$ cat config.mk
export PLATFORM = sky130hd
export DESIGN_NAME = mclk_ratio_detector
export DESIGN_NICKNAME = d
export VERILOG_FILES = /design/src/rtl/mrd_pkg.sv /design/src/rtl/mrd_sync.sv /design/src/rtl/mrd_period_counter.sv /design/src/rtl/mrd_classifier.sv /design/src/rtl/mrd_lock_tracker.sv /design/src/rtl/mclk_ratio_detector.sv
export SDC_FILE = /design/constraint.sdc
export NUM_CORES = 1
export LEC_CHECK = 0
export CAP_MARGIN = 20
export CORE_UTILIZATION = 58
export DETAILED_ROUTE_END_ITERATION = 8
export DONT_BUFFER_PORTS = 1
export PLACE_DENSITY = 0.76
export SYNTH_ARGS = -nofsm -noshare
export SYNTH_HDL_FRONTEND = slang
export SYNTH_HIERARCHICAL = 1
export SYNTH_SLANG_ARGS = --single-unit
$ cat constraint.sdc
create_clock -name clk_i -period 2.55 [get_ports clk_i]
set_input_delay 0.255 -clock clk_i [delete_from_list [all_inputs] [get_ports clk_i]]
set_output_delay 0.255 -clock clk_i [all_outputs]
set_load 0.02 [all_outputs]
$ cat src/rtl/mrd_pkg.sv
package mrd_pkg;

   localparam int unsigned RATIO_SLOTS = 4;
   localparam logic [1:0]  MODE_UNSUPPORTED = 2'd3;

   typedef struct packed {
      logic       bad;
      logic [1:0] slot;
   } ratio_class_t;

   // Low-rate ratio for a slot: 256, 384, 512, 768; each mode step halves it
   function automatic int unsigned base_ratio(int unsigned slot);
      return (((slot % 2) == 1) ? 3 : 2) << (7 + slot / 2);
   endfunction

endpackage

$ cat src/rtl/mrd_sync.sv
module mrd_sync #(
   parameter int unsigned STAGES = 2
) (
   input  logic clk_i,
   input  logic rst_ni,
   input  logic async_i,
   output logic rise_o
);
   generate
      if (STAGES < 2) begin : g_bad_stages
         $error("mrd_sync needs at least two stages");
      end
   endgenerate

   logic [STAGES-1:0] chain_q;
   logic              last_q;

   always_ff @(posedge clk_i or negedge rst_ni) begin
      if (!rst_ni) begin
         chain_q <= '0;
         last_q  <= 1'b0;
      end else begin
         chain_q <= {chain_q[STAGES-2:0], async_i};
         last_q  <= chain_q[STAGES-1];
      end
   end

   assign rise_o = chain_q[STAGES-1] & ~last_q;

   a_r2_rise_single_cycle: assert property (@(posedge clk_i) disable iff (!rst_ni)
      rise_o |=> !rise_o);

endmodule

$ cat src/rtl/mrd_period_counter.sv
module mrd_period_counter #(
   parameter int unsigned CNT_W = 10
) (
   input  logic             clk_i,
   input  logic             rst_ni,
   input  logic             rise_i,
   output logic             meas_stb_o,
   output logic [CNT_W-1:0] meas_cnt_o,
   output logic             armed_o
);
   localparam logic [CNT_W-1:0] CNT_MAX = '1;

   logic [CNT_W-1:0] cnt_q, meas_q;
   logic             armed_q, fired_q, stb_q;

   always_ff @(posedge clk_i or negedge rst_ni) begin
      if (!rst_ni) begin
         cnt_q   <= '0;
         meas_q  <= '0;
         armed_q <= 1'b0;
         fired_q <= 1'b0;
         stb_q   <= 1'b0;
      end else begin
         stb_q <= 1'b0;
         if (rise_i) begin
            cnt_q   <= CNT_W'(1);
            armed_q <= 1'b1;
            fired_q <= 1'b0;
            if (armed_q) begin
               stb_q  <= 1'b1;
               meas_q <= cnt_q;
            end
         end else begin
            if (cnt_q != CNT_MAX) cnt_q <= cnt_q + CNT_W'(1);
            if (armed_q && !fired_q && cnt_q == CNT_MAX) begin
               stb_q   <= 1'b1;
               meas_q  <= CNT_MAX;
               fired_q <= 1'b1;
            end
         end
      end
   end

   assign meas_stb_o = stb_q;
   assign meas_cnt_o = meas_q;
   assign armed_o    = armed_q;

   a_r2_meas_nonzero: assert property (@(posedge clk_i) disable iff (!rst_ni)
      meas_stb_o |-> meas_cnt_o != '0);

   a_r10_single_timeout: assert property (@(posedge clk_i) disable iff (!rst_ni)
      (meas_stb_o && meas_cnt_o == CNT_MAX) |=> !meas_stb_o);

endmodule

$ cat src/rtl/mrd_classifier.sv
module mrd_classifier
   import mrd_pkg::*;
#(
   parameter int unsigned CNT_W = 10,
   parameter int unsigned TOL   = 2
) (
   input  logic [1:0]       mode_i,
   input  logic [CNT_W-1:0] meas_i,
   output ratio_class_t     cls_o
);
   localparam int unsigned CW1 = CNT_W + 1;

   logic [RATIO_SLOTS-1:0] hit;
   logic [CW1-1:0]         ext;
   logic                   mode_ok;

   assign ext     = {1'b0, meas_i};
   assign mode_ok = (mode_i != MODE_UNSUPPORTED);

   generate
      for (genvar s = 0; s < RATIO_SLOTS; s++) begin : g_slot
         localparam int unsigned BR = base_ratio(s);
         logic [CW1-1:0] nominal;
         assign nominal = CW1'(BR) >> mode_i;
         if (TOL == 0) begin : g_exact
            assign hit[s] = mode_ok && (ext == nominal);
         end else begin : g_window
            logic [CW1-1:0] lo, hi;
            assign lo = nominal - CW1'(TOL);
            assign hi = nominal + CW1'(TOL);
            assign hit[s] = mode_ok && (ext >= lo) && (ext <= hi);
         end
      end
   endgenerate

   always_comb begin
      cls_o.bad  = 1'b1;
      cls_o.slot = 2'd0;
      for (int k = 0; k < RATIO_SLOTS; k++) begin
         if (hit[k]) begin
            cls_o.bad  = 1'b0;
            cls_o.slot = 2'(k);
         end
      end
   end

endmodule

$ cat src/rtl/mrd_lock_tracker.sv
module mrd_lock_tracker
   import mrd_pkg::*;
#(
   parameter int unsigned LOCK_RUNS = 3
) (
   input  logic         clk_i,
   input  logic         rst_ni,
   input  logic         stb_i,
   input  ratio_class_t cls_i,
   output logic [1:0]   ratio_idx_o,
   output logic         valid_o,
   output logic         err_o,
   output logic         lock_o
);
   localparam int unsigned RW = $clog2(LOCK_RUNS + 1);

   ratio_class_t  cls_q;
   logic          seen_q;
   logic [RW-1:0] run_q;

   always_ff @(posedge clk_i or negedge rst_ni) begin
      if (!rst_ni) begin
         cls_q  <= '0;
         seen_q <= 1'b0;
         run_q  <= '0;
      end else if (stb_i) begin
         seen_q <= 1'b1;
         cls_q  <= cls_i;
         if (seen_q && cls_i == cls_q) begin
            if (run_q < RW'(LOCK_RUNS)) run_q <= run_q + RW'(1);
         end else begin
            run_q <= RW'(1);
         end
      end
   end

   assign valid_o     = seen_q && !cls_q.bad;
   assign err_o       = seen_q && cls_q.bad;
   assign ratio_idx_o = valid_o ? cls_q.slot : 2'd0;
   assign lock_o      = valid_o && (run_q >= RW'(LOCK_RUNS));

   a_r8_lock_needs_valid: assert property (@(posedge clk_i) disable iff (!rst_ni)
      lock_o |-> valid_o);

   a_r9_drop_on_change: assert property (@(posedge clk_i) disable iff (!rst_ni)
      (stb_i && seen_q && cls_i != cls_q) |=> !lock_o);

endmodule

$ cat src/rtl/mclk_ratio_detector.sv
module mclk_ratio_detector
   import mrd_pkg::*;
#(
   parameter int unsigned CNT_W       = 10,
   parameter int unsigned TOL         = 2,
   parameter int unsigned LOCK_RUNS   = 3,
   parameter int unsigned SYNC_STAGES = 2
) (
   input  logic       clk_i,
   input  logic       rst_ni,
   input  logic       frame_clk_i,
   input  logic [1:0] mode_i,
   output logic [1:0] ratio_idx_o,
   output logic       valid_o,
   output logic       err_o,
   output logic       lock_o
);
   localparam logic [CNT_W-1:0] CNT_MAX = '1;

   generate
      if ((2 ** CNT_W) - 1 <= 768 + TOL) begin : g_bad_width
         $error("CNT_W too small for the largest ratio plus tolerance");
      end
      if (TOL >= 16) begin : g_bad_tol
         $error("TOL must keep the ratio windows disjoint");
      end
      if (LOCK_RUNS < 1) begin : g_bad_runs
         $error("LOCK_RUNS must be at least one");
      end
   endgenerate

   logic             rise;
   logic             meas_stb;
   logic [CNT_W-1:0] meas_cnt;
   logic             armed;
   ratio_class_t     cls;

   mrd_sync #(.STAGES(SYNC_STAGES)) u_sync (
      .clk_i   (clk_i),
      .rst_ni  (rst_ni),
      .async_i (frame_clk_i),
      .rise_o  (rise)
   );

   mrd_period_counter #(.CNT_W(CNT_W)) u_count (
      .clk_i      (clk_i),
      .rst_ni     (rst_ni),
      .rise_i     (rise),
      .meas_stb_o (meas_stb),
      .meas_cnt_o (meas_cnt),
      .armed_o    (armed)
   );

   mrd_classifier #(.CNT_W(CNT_W), .TOL(TOL)) u_class (
      .mode_i (mode_i),
      .meas_i (meas_cnt),
      .cls_o  (cls)
   );

   mrd_lock_tracker #(.LOCK_RUNS(LOCK_RUNS)) u_lock (
      .clk_i       (clk_i),
      .rst_ni      (rst_ni),
      .stb_i       (meas_stb),
      .cls_i       (cls),
      .ratio_idx_o (ratio_idx_o),
      .valid_o     (valid_o),
      .err_o       (err_o),
      .lock_o      (lock_o)
   );

   a_r1_quiet_until_armed: assert property (@(posedge clk_i) disable iff (!rst_ni)
      !armed |-> (!valid_o && !err_o && !lock_o && ratio_idx_o == 2'd0));

   a_r7_valid_err_exclusive: assert property (@(posedge clk_i) disable iff (!rst_ni)
      !(valid_o && err_o));

   a_r7_idx_zero_on_err: assert property (@(posedge clk_i) disable iff (!rst_ni)
      err_o |-> ratio_idx_o == 2'd0);

   a_r10_saturated_is_error: assert property (@(posedge clk_i) disable iff (!rst_ni)
      (meas_stb && meas_cnt == CNT_MAX) |=> (err_o && !lock_o));

endmodule

# [Yosys cells after proc, flatten, opt, wreduce, memory -nomap -nowiden]
# Cells that the tools add are included.
[classes] n_reduce_logical=20 shifts=4 n_addsub=10 n_eq_ne=6 bitwise=2 muxes=17 magnitude_cmp=10
[op_table] op="$mux W10" n=5
[op_table] op="$add A11 B2 Y11 const B" n=4
[op_table] op="$ge A10 B11 Y1" n=4
[op_table] op="$le A10 B11 Y1" n=4
[op_table] op="$sub A11 B2 Y11 const B" n=4
[op_table] op="$shr A10 B2 Y11 const A" n=2
[op_table] op="$shr A9 B2 Y11 const A" n=2
[op_table] op="$logic_and A1 B1 Y1" n=14
[op_table] op="$mux W3" n=4
[op_table] op="$add A10 B1 Y10 const B" n=1
[op_table] op="$eq A10 B10 Y1 const B" n=1
[op_table] op="$ne A10 B10 Y1 const B" n=1
[op_table] op="$mux W2" n=3
[op_table] op="$mux W1" n=5
[op_table] op="$ne A2 B2 Y1 const B" n=2
[op_table] op="$reduce_and A2 Y1" n=2
[op_table] op="$reduce_bool A2 Y1" n=2
[op_table] op="$eq A3 B3 Y1" n=1
[op_table] op="$add A2 B1 Y2 const B" n=1
[op_table] op="$ge A2 B2 Y1 const B" n=1
[op_table] op="$logic_not A1 Y1" n=2
[op_table] op="$lt A2 B2 Y1 const B" n=1
[op_table] op="$ne A2 B1 Y1 const B" n=1
[op_table] op="$and A1 B1 Y1" n=1
[op_table] op="$not A1 Y1" n=1
[totals] ff_bits=32 out_inout_bits=5 wordCells=80 in_bits=5

# [Logic depth before layout (Yosys ltp)]
[logic_depth] depth_word=13 mapped_depth=12 ltp_nobuf=12

# [By module]
# Netlist, hierarchy kept.
[by_module_without_submodules] mod="mrd_period_counter" instances=1 area_per_inst_um2=1128.6 cells_each=110 seq_area_each_um2=575.6
[by_module_without_submodules] mod="mrd_classifier" instances=1 area_per_inst_um2=1072.3 cells_each=131 seq_area_each_um2=0.0
[by_module_without_submodules] mod="mrd_lock_tracker" instances=1 area_per_inst_um2=314.1 cells_each=25 seq_area_each_um2=150.1
[by_module_without_submodules] mod="mrd_sync" instances=1 area_per_inst_um2=88.8 cells_each=4 seq_area_each_um2=75.1

# [Worst setup path before layout]
# No wires, ideal clock.
[synth_path] path_type="input to register" start="input port mode_i[1]" end="register u_lock.run_q[0]" t_required_ps=2411 t_arrival_ps=2819 path_stages=12 n_path_buf=0 path_slack_ps=-408 setup_ps=139 cell_sequence="inv_1 ha_1 or4_1 ha_1 a211oi_1 a21oi_1 a2bb2oi_1 a32o_2 a211oi_1 xor2_1 o41ai_2 mux2i_1"
[synth_lines] item="start, declared" line="mclk_ratio_detector.sv:12" rtl="input logic [1:0] mode_i,"
[synth_lines] item="end signal, assigned" line="mrd_lock_tracker.sv:30" rtl="if (run_q < RW'(LOCK_RUNS)) run_q <= run_q + RW'(1);"
[synth_lines] item="end, declared" line="mrd_lock_tracker.sv:19" rtl="logic [RW-1:0] run_q;"

==> reports/metrics.yaml <==
run_status:
  outcome: "finished, violations left"
  violations: "setup timing"
placed_design:
  place.port_buffers: 0
  gp_congestion: 0.9093
  hpwl_mm: 4.712
  placed_cell_area_mm2: 0.002985
global_route:
  grt_overflow: 0
  antenna_found_initial: 0
  grt_max_degree: 33
  grt_use_total: 0.2891
  grt_pass1_wl_mm: 11.10
  grt_pass1_vias: 2349
worst_hold_path:
  min-delay-start: "u_sync/chain_q[0]"
  hold_class: "reg -> reg"
logic_synthesis:
  synth_top_family_by_area: "compound AO/OA/AOI/OAI gates"
  synth_nets: 317
  syn_inst: 270
  synth_warnings: 6
  synth_area_leaders: "dfrtp_1 (31%), ha_1 (20%), a21oi_1 (3.5%)"
  synth_area_per_cell_um2: 9.644
  synthMuxAreaShare: 0.03075
  ys_types: 65
  synth-main-ff-cell: "dfrtp_1"
  yosys.area_share.simple: 0.1792
  synth_area_mm2: 0.002604
  yosys.area_share.xor_xnor: 0.01346
  synth_async_sr_flop_share: 1.000
  yosysSeqAreaShare: 0.3075
  synth_top_area_frac: 0.3075
  ys_ff_latch: 32
  synth_compound_area_frac: 0.2196
  synthAdderAreaFrac: 0.2018
  synth_area_leader_cell: "dfrtp_1"
  synth-edff-count: 0
timing:
  fin_crit_sh: 1.035
  slew_headroom: 0.6264
  finalSetupViolCount: 2
  period_minus_slack_ps: 2640
  finalClockSkew_ps: 6.363
  setup_tns_ps: -180.4
  finalMaxSlewViolations: 0
  rsz0062_at_grt: "yes"
  setup_ws_ps: -90.49
  finalHoldViolCount: 0
  fin_hold_ws_ps: 353.8
  fmax_mhz: 378.7
  worst_slew_pin_slew_ps: 557.4
floorplan:
  core_region_area_mm2: 0.004324
  boundaryPins: 10
  initial_core_util: 0.6021
  dieArea_mm2: 0.004761
  die-width_um: 69
  rows: 24
  dieHeight_um: 69
cells_and_area:
  fill_cells: 330
  register_area_um2: 804.5
  design_area_mm2: 0.003219
  final_util: 0.7445
  diodes: 0
  drive_above_1_share: 0.3025
  multiInputGateArea_mm2: 0.001808
  nNetsFinal: 360
  syn2layout_area_growth_pct: 23.64
setup_path:
  endpoint_kind: "register"
  crit_arrival_ps: 2860
  worstSetupPathType: "in -> reg"
  critPathLaunch: "mode_i[1]"
  timing.rr.start: "u_count/meas_cnt_o[8]"
  startpoint_type: "input pin"
  cp.required_ps: 2770
  path_max_fanout: 10
cts:
  cts_tree: "built"
  root_buffer: "clkbuf_8"
  clockBufferDepth: 2
  cts_buffers: 5
  clkSinkCount: 32
  insertion_delay_ps: 280
  clk_pin_slew_worst_paths_ps: 70
  h-tree-depth: 2
route:
  drc_errors: 0
  num_vias: 2306
  wl_mm: 6.515
  ant_nets: 0
  wl_per_cell_um: 17.80
  first_pass_iters: 4
  drt-vias-per-instance: 6.301
  first_iter_violations: 150
pwr:
  power.total_uw: 2077
  peakVddDrop_mv: 0.4608
  power.density_mw_per_mm2: 645.2
  power.leakage_uw: 0.001440
flow_run:
  max-cap-violations: 0
cell usage in the layout (no fill, tap or decap), drive strengths merged, types with 4 or more instances in the layout:
master and count:
buf 43, ha 42, dfrtp 32, nor2 23
a21oi 18, inv 17, o22ai 10, nand2 9
o21ai 8, nand4 6, nand3 6, nor2b 6
a211oi 6, clkbuf 5, a31oi 5, mux2 5
a21o 4, nor3 4, a311oi 4, and2 4
synth_stat cells (all sizes together), types with 6 or more instances:
cell type and instances:
a211oi 6, a21oi 18, buf 6, dfrtp 32, ha 42, inv 18
nand2 9, nand3 6, nand4 6, nor2 23, nor2b 6, o21ai 8
o22ai 10
repair_timing:
item                       in CTS  in global routing
setup endpoints to repair       2                  2
hold endpoints to repair       33                  0
resized for setup              16                  1
buffers inserted                1                  0
pin swaps                       9                  0
hold buffers                    3                  0
logic make-up (layout without fill, tap and decap cells):
kind of cell,count (synthesis),in the layout
AO/OA/AOI/OAI,78,78
flip-flops,32,32
adder cells (fa/ha/maj),42,42
XOR/XNOR,4,4
buffers and inverters,27,71
multiplexers,7,7
AND/OR/NAND/NOR,80,80
power breakdown:
group	switching, µW	internal (µW)	total, µW
sequential	128	602	729
clock	187	289	476
combinational	458	413	871
through the flow:
stage	worst slack, ps	instances
finish	-90.49	366
detailed placement	-353.4	354
global placement	-269.7	354
floorplan	-172.7	270
CTS	-67.25	366
global route	-210.9	366
metal layers:
layer / wire [µm] / track usage / up-vias
li1: - / - / 1113
met1: 2989 / 0.3899 / 1124
met3: 236 / 0.04678 / 4
met5: 0 / 0 / -
met4: 26 / 0.07937 / 0
met2: 3263 / 0.4811 / 65
registers in the layout, summed over array words and instances, names as in the netlist:
signal              count
u_count/cnt_q          10
u_lock/run_q            2
u_count/meas_stb_o      1
u_sync/chain_q          2
u_sync/last_q           1
u_count/fired_q         1
u_lock/seen_q           1
u_count/meas_cnt_o     10
u_count/armed_o         1
u_lock/cls_q            3
final cells by class:
cell class / instances / share of cell area
tap: 52 / 0.02021
sequential: 32 / 0.2499
timing repair buffer: 45 / 0.1115
clock inverter: 3 / 0.01321
inverter: 18 / 0.02215
clock buffer: 5 / 0.02138
multi-input combinational: 211 / 0.5616
critical path, cell delays in order:
cell,delay (ps)
clkinvlp_4,100
buf_4,170
ha_4,210
xnor2_1,170
ha_1,310
or4b_2,600
nand3_2,100
a32o_2,230
a211oi_2,70
xor2_1,190
o41ai_2,270
a22o_1,180
final timing paths:
| path | depth (start not counted) | end | slack, ps |
|---|---|---|---|
| max | 12 | u_lock/run_q[1] | -90 |
| min | 0 | u_sync/chain_q[1] | 350 |
| max reg2reg | 10 | u_lock/run_q[1] | -90 |
| min reg2reg | 0 | u_sync/chain_q[1] | 350 |
| max in group asynchronous | 2 | u_count/meas_cnt_o[6] | 1930 |
| min in group asynchronous | 2 | u_sync/chain_q[1] | 430 |
(Power assumes the default switching activity.)
